<file path="src/rtl/lpm_pkg.sv">
package lpm_pkg;

    typedef enum logic [1:0] {
        LP_HALT     = 2'd0,
        LP_CORE_OFF = 2'd1,
        LP_CP_OFF   = 2'd2,
        LP_ALL_OFF  = 2'd3
    } lp_mode_e;

    typedef enum logic [1:0] {
        ST_RUN   = 2'd0,
        ST_SLEEP = 2'd1,
        ST_WAKE  = 2'd2,
        ST_RES   = 2'd3
    } lp_state_e;

    typedef struct packed {
        logic core_en;
        logic periph_en;
        logic pll_en;
        logic flush;
    } lp_gate_t;

    function automatic lp_gate_t sleep_gates(input lp_mode_e m);
        lp_gate_t g;
        case (m)
            LP_HALT:     g = '{core_en: 1'b1, periph_en: 1'b1, pll_en: 1'b1, flush: 1'b0};
            LP_CORE_OFF: g = '{core_en: 1'b0, periph_en: 1'b1, pll_en: 1'b1, flush: 1'b0};
            LP_CP_OFF:   g = '{core_en: 1'b0, periph_en: 1'b0, pll_en: 1'b1, flush: 1'b1};
            default:     g = '{core_en: 1'b0, periph_en: 1'b0, pll_en: 1'b0, flush: 1'b1};
        endcase
        return g;
    endfunction

endpackage

</file>
<file path="src/rtl/lpm_mode_decode.sv">
module lpm_mode_decode
    import lpm_pkg::*;
(
    input  logic     pd,
    input  logic     stck,
    input  logic     stall,
    output lp_mode_e mode
);
    always_comb begin
        if (!pd)        mode = LP_HALT;
        else if (!stck) mode = LP_CORE_OFF;
        else if (!stall) mode = LP_CP_OFF;
        else            mode = LP_ALL_OFF;
    end
endmodule

</file>
<file path="src/rtl/lpm_wake_timer.sv">
module lpm_wake_timer #(
    parameter int CW = 5
) (
    input  logic          clk,
    input  logic          rst,
    input  logic          start,
    input  logic [CW-1:0] start_val,
    output logic          expired
);
    logic [CW-1:0] cnt;
    logic          active;

    always_ff @(posedge clk) begin
        if (rst) begin
            cnt    <= '0;
            active <= 1'b0;
        end else if (start) begin
            cnt    <= start_val;
            active <= 1'b1;
        end else if (active) begin
            if (cnt == '0) active <= 1'b0;
            else           cnt    <= cnt - CW'(1);
        end
    end

    assign expired = active && (cnt == '0);

    p_count_step_r7: assert property (@(posedge clk) disable iff (rst)
        (active && cnt != '0 && !start) |=> (cnt == $past(cnt) - CW'(1)));

    p_expire_once_r7: assert property (@(posedge clk) disable iff (rst)
        (expired && !start) |=> !expired);
endmodule

</file>
<file path="src/rtl/lpm_gate_map.sv">
module lpm_gate_map
    import lpm_pkg::*;
(
    input  lp_state_e state,
    input  lp_mode_e  mode,
    output lp_gate_t  gates
);
    lp_gate_t slp;
    assign slp = sleep_gates(mode);

    always_comb begin
        case (state)
            ST_SLEEP: gates = slp;
            ST_WAKE:  gates = '{core_en: slp.core_en, periph_en: slp.periph_en,
                                pll_en: 1'b1, flush: slp.flush};
            default:  gates = '{core_en: 1'b1, periph_en: 1'b1, pll_en: 1'b1, flush: 1'b0};
        endcase
    end
endmodule

</file>
<file path="src/rtl/lpm_clock_ctrl.sv">
module lpm_clock_ctrl
    import lpm_pkg::*;
#(
    parameter int WAKE_SHORT = 2,
    parameter int WAKE_MID   = 6,
    parameter int WAKE_ALL   = 24
) (
    input  logic clk,
    input  logic rst,
    input  logic idle_req,
    input  logic pd_bit,
    input  logic stck_bit,
    input  logic stall_bit,
    input  logic irq,
    output logic core_clk_en,
    output logic periph_clk_en,
    output logic pll_en,
    output logic pipe_flush,
    output logic resume
);
    localparam int MAXL = (WAKE_ALL > WAKE_MID) ?
                          ((WAKE_ALL > WAKE_SHORT) ? WAKE_ALL : WAKE_SHORT) :
                          ((WAKE_MID > WAKE_SHORT) ? WAKE_MID : WAKE_SHORT);
    localparam int CW = $clog2(MAXL + 1);

    lp_state_e     state;
    lp_mode_e      mode_q;
    lp_mode_e      mode_in;
    lp_gate_t      gates;
    logic          expired;
    logic          wake_start;
    logic [CW-1:0] wake_val;

    lpm_mode_decode u_dec (
        .pd    (pd_bit),
        .stck  (stck_bit),
        .stall (stall_bit),
        .mode  (mode_in)
    );

    always_comb begin
        case (mode_q)
            LP_HALT, LP_CORE_OFF: wake_val = CW'(WAKE_SHORT - 1);
            LP_CP_OFF:            wake_val = CW'(WAKE_MID - 1);
            default:              wake_val = CW'(WAKE_ALL - 1);
        endcase
    end

    assign wake_start = (state == ST_SLEEP) && irq;

    lpm_wake_timer #(.CW(CW)) u_tmr (
        .clk       (clk),
        .rst       (rst),
        .start     (wake_start),
        .start_val (wake_val),
        .expired   (expired)
    );

    always_ff @(posedge clk) begin
        if (rst) begin
            state  <= ST_RUN;
            mode_q <= LP_HALT;
        end else begin
            case (state)
                ST_RUN: if (idle_req) begin
                    state  <= ST_SLEEP;
                    mode_q <= mode_in;
                end
                ST_SLEEP: if (irq) state <= ST_WAKE;
                ST_WAKE:  if (expired) state <= ST_RES;
                default:  state <= ST_RUN;
            endcase
        end
    end

    lpm_gate_map u_map (
        .state (state),
        .mode  (mode_q),
        .gates (gates)
    );

    assign core_clk_en   = gates.core_en;
    assign periph_clk_en = gates.periph_en;
    assign pll_en        = gates.pll_en;
    assign pipe_flush    = gates.flush;
    assign resume        = (state == ST_RES);

    p_mode_hold_r2: assert property (@(posedge clk) disable iff (rst)
        (state != ST_RUN && $past(state) != ST_RUN) |-> $stable(mode_q));

    p_resume_pulse_r7: assert property (@(posedge clk) disable iff (rst)
        resume |=> !resume);

    p_resume_clocks_r8: assert property (@(posedge clk) disable iff (rst)
        resume |-> (core_clk_en && periph_clk_en && pll_en && !pipe_flush));

    p_flush_gated_r5: assert property (@(posedge clk) disable iff (rst)
        pipe_flush |-> (!core_clk_en && !periph_clk_en));

    p_pll_off_r6: assert property (@(posedge clk) disable iff (rst)
        !pll_en |-> (state == ST_SLEEP && mode_q == LP_ALL_OFF));

    p_no_wake_run_r9: assert property (@(posedge clk) disable iff (rst)
        (state == ST_RUN) |=> (state == ST_RUN || state == ST_SLEEP));
endmodule

</file>
<file path="config.mk">
export PLATFORM = sky130hd
export DESIGN_NAME = lpm_clock_ctrl
export DESIGN_NICKNAME = d
export VERILOG_FILES = /design/src/rtl/lpm_pkg.sv /design/src/rtl/lpm_mode_decode.sv /design/src/rtl/lpm_wake_timer.sv /design/src/rtl/lpm_gate_map.sv /design/src/rtl/lpm_clock_ctrl.sv
export SDC_FILE = /design/constraint.sdc
export NUM_CORES = 1
export LEC_CHECK = 0
export ABC_AREA = 1
export BUFFER_PORTS_ARGS = -buffer_cell sky130_fd_sc_hd__buf_2
export CORE_MARGIN = 4
export CORE_UTILIZATION = 50
export CTS_CLUSTER_SIZE = 28
export DETAILED_ROUTE_END_ITERATION = 7
export PLACE_DENSITY = 0.78
export SETUP_SLACK_MARGIN = 0.1
export SYNTH_ARGS = -nofsm -noshare
export SYNTH_HDL_FRONTEND = slang
export SYNTH_SLANG_ARGS = --single-unit
</file>
<file path="constraint.sdc">
create_clock -name clk -period 2 [get_ports clk]
set_input_delay 0.1 -clock clk [delete_from_list [all_inputs] [get_ports clk]]
set_output_delay 0.1 -clock clk [all_outputs]
set_load 0.02 [all_outputs]
</file>
==> reports/metrics.csv, run 1 <==
stage;metric;value;unit
logic_synthesis;Unique masters post-synth;17;
global_routing;first-pass GRT wire length;2242;um
floorplan;starting density of the core;56.52;%
logic_synthesis;Mapped Nets;115;
floorplan;DIE AREA;1970;um2
logic_synthesis;Syn Inst Count;103;
global_routing;largest net degree at the start of global routing;8;
logic_synthesis;post-synthesis average cell area;6.426;um2
power_and_ir_drop;Leakage Power;0.3963;nW
critical_path;flop2flop setup slack;0.65;ns
place;area of placed instances;734.5;um2
cts;CTS tree;built;
critical_path;Critical path origin;state[1]$_SDFFE_PP0P_;
power_and_ir_drop;Power Internal;0.5532;mW
timing;Final Hold Fails;0;
run_status;status;complete, no violations;
route;Pre-antenna DRT Iters;4;
cts;Max clock buf depth;2;
power_and_ir_drop;Worst IR Drop VDD;0.0008424;V
power_and_ir_drop;Pwr Total;1.078;mW
layout;most common cell after layout, fill and taps aside;nand2_1;
timing;fmax;0.6245;GHz
place;placed cell count;128;
timing;post-route minimum period;1.601;ns
power_and_ir_drop;clock group share of total power;13.2;%
power_and_ir_drop;Cell Pwr Density;1425;nW/um2
cts;CTS Sinks;10;
critical_path;reg2reg start;state[1]$_SDFFE_PP0P_;
floorplan;Die Ht;44.39;um
place;post-place setup slack;0.6840;ns
critical_path;Data required, critical path;1.90;ns
cts;setup bufs post-CTS;0;
power_and_ir_drop;switching power;0.5253;mW
power_and_ir_drop;sequential share of power;27.0;%
layout;Antenna Cells;0;
critical_path;CP arrival;1.50;ns
global_routing;vias in the first global route;535;
global_routing;Total GRT Usage;15.57;%
layout;non-filler instance count after layout;131;
layout;most frequent cells in the layout;nand2_1, inv_1, nor2_1;
logic_synthesis;sequential area share after synthesis;30.25;%
floorplan;Core Area;1171;um2
route;via count;672;
place;dpl hpwl;1038;um
timing;RSZ-0062 raised after global routing;false;
layout;Area Growth Syn to Fin;14.37;%
critical_path;Worst setup SP type;register;
timing;Fin Setup TNS;0;ns
cts;H-tree levels;1;
timing;final worst setup slack;0.3987;ns
worst_hold_path;Min-Delay Startpoint;rst;
timing;final period utilization;80.07;%
cts;clock-pin slew on the worst setup and hold paths;0.07;ns
critical_path;crit path capture type;output pin;
cts;Root Buffer;clkbuf_4;
place;PortBufs;11;
place;gpl congestion;0.8243;
floorplan;FP Rows;12;
cts;post-cts sizing count;0;
timing;endpoints failing setup;0;
global_routing;initial antenna violation count;0;
flow_run;Max-Cap Viols;0;
floorplan;I/O pin count;12;
route;# DRC;0;
layout;final core occ;64.64;%
layout;Nets;131;
logic_synthesis;Yosys reg bits;10;
global_routing;total grt overflow;0;
route;Vias/cell;5.130;
critical_path;Max FO, Critical Path;4;
route;post-route ant nets;0;
logic_synthesis;Syn Std Cell Area;661.9;um2
timing;clk_skew;0.008952;ns
cts;cts hold-fix bufs;0;
route;total routed wirelength;1315;um
timing;Slew headroom;81.86;%
cts;number of CTS-inserted buffers;3;
power_and_ir_drop;Sw Share;48.71;%
logic_synthesis;Ys Warns;0;
layout;Final Cell Area;757.0;um2
critical_path;critical path class;reg -> out;
floorplan;chip width;44.39;um
cts;clock insertion delay at the later pin of the skew report;0.27;ns
timing;Slew @ Worst Pin;0.2701;ns
layout;layout cells sized above 1;17.09;%
route;initial drt markers;17;
timing;Final Max Tran Viols;0;
timing;Hold Slack;0.06928;ns
power_and_ir_drop;Gate power share;59.7;%
route;routed length per instance;10.04;um
worst_hold_path;class of the worst hold path;in -> reg;
state kept, by name, indices dropped and copies added (netlist names):
| signal | cells |
|---|---|
| mode_q | 2 |
| state | 2 |
| u_tmr.cnt | 5 |
| u_tmr.active | 1 |
worst max-delay path: stages, from the launching register on:
cell	delay, ns
dfxtp_1	0.39
inv_1	0.08
ha_1	0.33
inv_1	0.07
nor3_1	0.17
buf_2	0.19
power by group through the flow:
stage               registers (mW)  logic (mW)  clock network (mW)
floorplan                    0.287       0.508                   0
global placement             0.294       0.629                   0
detailed placement           0.296       0.639                   0
CTS                          0.292       0.642               0.144
global route                 0.300       0.720               0.152
finish                       0.292       0.644               0.143
logic make-up (layout without fill, tap and decap cells):
logic type	Yosys count	count (layout)	share of synthesized area (%)
AND/OR/NAND/NOR	56	56	38.94
flip-flops	10	10	30.25
buffers and inverters	19	33	10.78
AO/OA/AOI/OAI	13	13	10.59
adder cells (fa/ha/maj)	5	5	9.452
layout make-up:
| class | count | area (um2) |
|---|---|---|
| multi-input combinational | 74 | 390.4 |
| tap | 14 | 17.52 |
| inverter | 19 | 71.32 |
| sequential | 10 | 200.2 |
| clock buffer | 3 | 22.52 |
| timing repair buffer | 11 | 55.05 |
| fill | 107 | 414.1 |
synth_stat cells:
| library cell | count | share of area, % |
|---|---|---|
| nand4_1 | 2 | 1.9 |
| ha_1 | 5 | 9.5 |
| nand2_4 | 1 | 1.7 |
| nand2_1 | 28 | 16 |
| inv_1 | 19 | 11 |
| nand4_2 | 1 | 1.9 |
| o21ai_0 | 3 | 2.3 |
| nand2_2 | 2 | 1.9 |
| dfxtp_1 | 10 | 30 |
| nand3_2 | 1 | 1.5 |
| nor3_1 | 2 | 1.5 |
| o211ai_1 | 1 | 1.1 |
| nor2_4 | 1 | 1.7 |
| o31ai_1 | 1 | 1.1 |
| a21oi_1 | 8 | 6.0 |
| nand3_1 | 4 | 3.0 |
| nor2_1 | 14 | 7.9 |
final timing paths:
path | endpoint | cells past startpoint
max | pipe_flush | 5
min reg2reg | u_tmr.cnt[0]$_SDFFE_PP0P_ | 2
max reg2reg | u_tmr.cnt[4]$_SDFFE_PP0P_ | 8
min | u_tmr.cnt[0]$_SDFFE_PP0P_ | 2
routing by layer:
metal  part of all wire (%)  track usage (%)
met1                     47            20.00
met2                     44            24.42
met3                    6.3            2.439
met4                    2.4            9.036
met5                      0                0
Note: power is estimated with default switching activity, not from simulation.
==> run 2, diff against run 1 <==
Settings changed: ABC_AREA 1 to 0, CORE_AREA set to 4 4 41 43, CORE_MARGIN 4 to unset, CORE_UTILIZATION 50 to unset, DIE_AREA set to 0 0 45 47, PLACE_DENSITY 0.78 to 0.71.
Clock period 2 ns to 1.55 ns, I/O delays scaled along.
==> run 2 against run 1 <==
The run now ends with setup timing left. Die area increased by 7.4%. Sequential power up 38%. Total power increased by 43%. Design area increased by 9.4%. Register-to-register slack worse by 0.70 ns. Routed wire length is 7.8% higher. Via count shrank 10%. Global-route usage decreased by 0.77 points. First-iteration DRC count stayed put. Clock-buffer cell count up 1. Clock power grew 65%. Sequential cell count stayed put. Largest power group unchanged.
==> reports/metrics.csv, run 2 <==
stage;metric;value;unit
timing;clk_skew;0.002429;ns
cts;Root Buffer;clkbuf_4;
global_routing;first-pass GRT wire length;2221;um
run_status;status;complete, but fails checks;
global_routing;largest net degree at the start of global routing;12;
logic_synthesis;Unique masters post-synth;27;
logic_synthesis;Synth Area in XOR/XNOR;2.985;%
critical_path;Max FO, Critical Path;3;
logic_synthesis;largest family of logic cells by synthesized area;simple AND/OR/NAND/NOR gates;
power_and_ir_drop;sequential share of power;26.1;%
route;routed length per instance;13.37;um
timing;endpoints failing setup;1;
place;placed cell count;98;
layout;largest registers;u_tmr.cnt x5, mode_q x2, state x2;
layout;Nets;104;
logic_synthesis;area leader, netlist;dfxtp_1;
cts;clock insertion delay at the later pin of the skew report;0.27;ns
power_and_ir_drop;Pwr Total;1.545;mW
cts;clock-pin slew on the worst setup and hold paths;0.06;ns
floorplan;I/O pin count;12;
cts;CTS Sinks;10;
floorplan;FP Rows;13;
critical_path;Worst setup SP type;register;
route;post-route ant nets;0;
route;Vias/cell;5.689;
logic_synthesis;Post-synth top cells;dfxtp_1, nand2_1, a21oi_1, inv_1;
timing;Slew headroom;82.22;%
worst_hold_path;class of the worst hold path;in -> reg;
logic_synthesis;Syn Inst Count;72;
layout;Largest Register;u_tmr.cnt;
logic_synthesis;sequential area share after synthesis;34.12;%
critical_path;Data required, critical path;1.75;ns
critical_path;crit path capture type;register;
place;PortBufs;11;
logic_synthesis;post-synthesis average cell area;8.150;um2
layout;Fillers;113;
layout;most common cell after layout, fill and taps aside;buf_2;
flow_run;Max-Cap Viols;0;
layout;max reg flops;5;
logic_synthesis;commonest register cell after synthesis;dfxtp_1;
logic_synthesis;top-area cell type share of the netlist area;34.12;%
global_routing;total grt overflow;0;
run_status;failing checks;setup timing;
route;# DRC;0;
timing;Final Hold Fails;0;
logic_synthesis;adder-cell share of the synthesized area;10.66;%
logic_synthesis;mux cell area share after synthesis;1.706;%
logic_synthesis;Post-synth EDFFs;0;
power_and_ir_drop;Leakage Power;0.3258;nW
logic_synthesis;Mapped Nets;84;
logic_synthesis;compound-cell area share of the yosys netlist;19.40;%
layout;non-filler instance count after layout;106;
cts;cts hold-fix bufs;0;
logic_synthesis;Synth Area in Simple Gates;25.37;%
timing;final worst setup slack;-0.05190;ns
timing;Slew @ Worst Pin;0.2668;ns
route;Pre-antenna DRT Iters;6;
logic_synthesis;most area-consuming cells after synthesis;dfxtp_1, ha_1, nand2_1, a21oi_1, inv_1;
logic_synthesis;Yosys reg bits;10;
global_routing;vias in the first global route;522;
global_routing;initial antenna violation count;0;
power_and_ir_drop;clock group share of total power;15.3;%
floorplan;Core Area;1301;um2
layout;Antenna Cells;0;
critical_path;CP arrival;1.80;ns
route;via count;603;
timing;fmax;0.6243;GHz
logic_synthesis;Async SR Flop Fraction;0;%
layout;most frequent cells in the layout;buf_2, nand2_1, buf_4;
cts;H-tree levels;1;
timing;Final Max Tran Viols;0;
timing;post-route minimum period;1.602;ns
timing;RSZ-0062 raised after global routing;true;
cts;Max clock buf depth;2;
power_and_ir_drop;Gate power share;58.6;%
power_and_ir_drop;Cell Pwr Density;1865;nW/um2
cts;number of CTS-inserted buffers;3;
place;dpl hpwl;962;um
timing;final period utilization;103.3;%
floorplan;starting density of the core;45.10;%
route;initial drt markers;17;
cts;CTS tree;built;
power_and_ir_drop;Worst IR Drop VDD;0.0009680;V
floorplan;chip width;45;um
place;gpl congestion;0.8522;
route;total routed wirelength;1417;um
power_and_ir_drop;Sw Share;40.78;%
critical_path;critical path class;reg -> reg;
power_and_ir_drop;switching power;0.6299;mW
logic_synthesis;Ys Warns;0;
logic_synthesis;Syn Std Cell Area;586.8;um2
floorplan;DIE AREA;2115;um2
layout;layout cells sized above 1;45.05;%
global_routing;Total GRT Usage;14.80;%
power_and_ir_drop;Power Internal;0.9148;mW
layout;Area Growth Syn to Fin;41.15;%
floorplan;Die Ht;47;um
-- run 2: path summary, 6_finish.rpt --
| check | start | endpoint | slack [ns] | cells past startpoint |
|---|---|---|---|---|
| max | u_tmr.cnt[1]$_SDFFE_PP0P_ | u_tmr.cnt[1]$_SDFFE_PP0P_ | -0.05 | 6 |
| min | irq | u_tmr.cnt[3]$_SDFFE_PP0P_ | 0.08 | 2 |
| max reg2reg | u_tmr.cnt[1]$_SDFFE_PP0P_ | u_tmr.cnt[1]$_SDFFE_PP0P_ | -0.05 | 6 |
| min reg2reg | mode_q[0]$_SDFFE_PP0P_ | mode_q[0]$_SDFFE_PP0P_ | 0.52 | 2 |
-- run 2: critical path: stages, from the launching register on --
cell and delay [ns]:
dfxtp_2 0.32, inv_2 0.07, ha_4 0.13, or4b_4 0.46, and3_4 0.16, a221o_1 0.27, a21oi_2 0.12
-- run 2: stage by stage --
| stage | utilization [%] | cell area [um2] | worst slack, ns | setup TNS (ns) | hold WS, ns |
|---|---|---|---|---|---|
| 3_5_place_dp | 52.69 | 685.7 | -0.02991 | -0.04499 | 0.3567 |
| 4_1_cts | 59.42 | 773.2 | -0.04688 | -0.04688 | 0.06468 |
| 6_report | 63.65 | 828.3 | -0.05190 | -0.05190 | 0.07796 |
| 5_1_grt | 63.65 | 828.3 | -0.08505 | -0.2166 | 0.07388 |
| 3_3_place_gp | 52.69 | 685.7 | -0.007076 | -0.01259 | 0.3504 |
| 2_1_floorplan | - | 604.3 | 0.03212 | 0 | 0.1785 |
-- run 2: timing repair --
action	in CTS	in global routing
setup buffers	0	4
setup endpoints to repair	7	9
pin swaps	1	2
gates resized for setup	13	10
-- run 2: logic make-up after synthesis --
group	after synthesis
multiplexers	1
buffers and inverters	9
AO/OA/AOI/OAI	17
adder cells (fa/ha/maj)	5
flip-flops	10
AND/OR/NAND/NOR	28
XOR/XNOR	2
-- run 2: layout make-up --
type / instances / area [um2] / share of cell area [%]
clock buffer: 4 / 36.28 / 4.381
inverter: 7 / 31.28 / 3.776
multi-input combinational: 53 / 426.7 / 51.51
sequential: 10 / 210.2 / 25.38
tap: 15 / 18.77 / 2.266
timing repair buffer: 17 / 105.1 / 12.69
-- run 2: power groups by stage --
stage          registers (mW)  logic [mW]  clock network, mW
4_1_cts                 0.383       0.804              0.243
2_1_floorplan           0.354       0.504                  0
3_3_place_gp            0.365       0.659                  0
6_report                0.403       0.905              0.236
5_1_grt                 0.413       0.978              0.259
3_5_place_dp            0.368       0.678                  0
-- run 2: per-layer routing --
metal | up-vias | GRT usage, % | part of all wire (%)
met5 | - | 0 | 0
met4 | 0 | 3.509 | 0.64
met3 | 2 | 6.897 | 9.5
met2 | 23 | 25.14 | 50
met1 | 285 | 16.94 | 40
li1 | 293 | - | -
==> run 3, diff against run 2 <==
Settings changed: CORE_AREA 4 4 41 43 to 2 2 39 41, DIE_AREA 0 0 45 47 to 0 0 41 43.
==> run 3 against run 2 <==
The flow still finishes with violations (setup timing). Clock-buffer cell count down 1. First-iteration DRC count down 29%. Critical path depth unchanged. Sequential power about the same. Total power down 5.3%. Design area down 0.30%. Fmax down 2.6%. Non-clock buffer count up 1.
==> reports/metrics.csv, run 3 (synthesis gave the netlist of run 2 again) <==
stage;metric;value;unit
run_status;status;complete, but fails checks;
run_status;failing checks;setup timing;
cts;cts hold-fix bufs;0;
critical_path;R2R depth;6;
critical_path;flop2flop setup slack;-0.09;ns
critical_path;reg2reg start;u_tmr.cnt[1]$_SDFFE_PP0P_;
layout;most frequent cells in the layout;buf_2, buf_4, nand2_1;
worst_hold_path;class of the worst hold path;in -> reg;
global_routing;initial antenna violation count;0;
cts;H-tree levels;1;
layout;largest registers;u_tmr.cnt x5, mode_q x2, state x2;
timing;final worst setup slack;-0.09473;ns
timing;Slew @ Worst Pin;0.2543;ns
timing;Slew headroom;82.92;%
floorplan;starting density of the core;42.41;%
floorplan;Die Ht;43;um
route;initial drt markers;12;
timing;Final Hold Fails;0;
global_routing;total grt overflow;0;
layout;Final Cell Area;825.8;um2
place;dpl hpwl;957;um
timing;Final Max Tran Viols;0;
cts;Root Buffer;clkbuf_4;
place;gpl congestion;0.7614;
worst_hold_path;hold path endpoint;u_tmr.cnt[3]$_SDFFE_PP0P_;
layout;Area Growth Syn to Fin;40.72;%
route;# DRC;0;
place;post-place setup slack;-0.06233;ns
global_routing;largest net degree at the start of global routing;12;
critical_path;CP arrival;1.84;ns
floorplan;FP Rows;14;
floorplan;DIE AREA;1763;um2
critical_path;Worst setup SP type;register;
layout;Antenna Cells;0;
place;area of placed instances;679.4;um2
global_routing;vias in the first global route;509;
power_and_ir_drop;Cell Pwr Density;1772;nW/um2
place;placed cell count;98;
critical_path;Data required, critical path;1.74;ns
critical_path;RR Endpoint;u_tmr.cnt[1]$_SDFFE_PP0P_;
cts;clock insertion delay at the later pin of the skew report;0.26;ns
layout;Nets;105;
power_and_ir_drop;Worst IR Drop VDD;0.0007122;V
route;Pre-antenna DRT Iters;4;
timing;fmax;0.6080;GHz
worst_hold_path;hold path cells;2;
global_routing;first-pass GRT wire length;2063;um
critical_path;crit path capture type;register;
timing;clk_skew;0.005561;ns
route;routed length per instance;14.12;um
cts;clock-pin slew on the worst setup and hold paths;0.07;ns
power_and_ir_drop;Leakage Power;0.3193;nW
cts;Max clock buf depth;2;
layout;Largest Register;u_tmr.cnt;
cts;CTS tree;built;
route;post-route ant nets;0;
timing;RSZ-0062 raised after global routing;true;
timing;Hold Slack;0.09188;ns
floorplan;Core Area;1384;um2
layout;layout cells sized above 1;47.25;%
timing;final period utilization;106.1;%
route;Vias/cell;5.748;
critical_path;critical path class;reg -> reg;
flow_run;Max-Cap Viols;0;
route;via count;615;
critical_path;Max FO, Critical Path;2;
timing;post-route minimum period;1.645;ns
floorplan;chip width;41;um
place;PortBufs;11;
timing;Fin Setup TNS;-0.09473;ns
layout;max reg flops;5;
cts;CTS Sinks;10;
cts;number of CTS-inserted buffers;3;
layout;non-filler instance count after layout;107;
worst_hold_path;Min-Delay Startpoint;irq;
global_routing;Total GRT Usage;18.04;%
floorplan;I/O pin count;12;
route;total routed wirelength;1511;um
timing;endpoints failing setup;1;
run 3: final cells by class:
cell class                      count  area [um2]
Clock buffer                        3       22.52
Multi-Input combinational cell     53       429.2
Inverter                            7       31.28
Sequential cell                    10       210.2
Fill cell                         126       558.0
Timing Repair Buffer               18       112.6
Tap cell                           16       20.02
run 3: report_power, final:
part / total (mW) / internal [mW] / switching, mW
combinational: 0.882 / 0.432 / 0.450
sequential: 0.403 / 0.324 / 0.0790
clock: 0.178 / 0.0896 / 0.0882
total: 1.46 / 0.846 / 0.617
run 3: how the worst max path moves through the flow:
| stage | end | cells past startpoint | slack [ns] | from |
|---|---|---|---|---|
| after floorplan | u_tmr.cnt[1]$_SDFFE_PP0P_ | 6 | 0.03 | u_tmr.cnt[1]$_SDFFE_PP0P_ |
| after global placement | u_tmr.cnt[1]$_SDFFE_PP0P_ | 6 | -0.0009 | u_tmr.cnt[1]$_SDFFE_PP0P_ |
| after detailed placement | u_tmr.cnt[1]$_SDFFE_PP0P_ | 6 | -0.06 | u_tmr.cnt[1]$_SDFFE_PP0P_ |
| after CTS | u_tmr.cnt[1]$_SDFFE_PP0P_ | 6 | -0.09 | u_tmr.cnt[1]$_SDFFE_PP0P_ |
| after global routing | u_tmr.cnt[1]$_SDFFE_PP0P_ | 6 | -0.13 | u_tmr.cnt[1]$_SDFFE_PP0P_ |
| final | u_tmr.cnt[1]$_SDFFE_PP0P_ | 6 | -0.09 | u_tmr.cnt[1]$_SDFFE_PP0P_ |
run 3: critical path: stages, from the launching register on:
cell     delay [ns]
dfxtp_2        0.33
inv_2          0.07
ha_4           0.12
or4b_4         0.46
and3_4         0.16
a221o_1        0.27
a21oi_2        0.16
run 3: timing repair:
action,in CTS,in global routing
pin swaps,1,7
resized for setup,12,12
setup buffers,1,5
setup endpoints to repair,7,7
run 3: metrics by stage:
stage                     power [mW]  util [%]
after floorplan               0.8579         -
after global placement         1.012     49.10
after detailed placement       1.026     49.10
after CTS                      1.354     54.97
after global routing           1.584     59.67
final                          1.463     59.67
run 3: per-layer routing:
metal	vias up	part of all wire [%]	global-route usage [%]
met4	0	2.6	10.00
met3	6	5.5	4.712
met5	-	0	0
met2	30	50	31.25
li1	296	-	-
met1	283	41	17.92
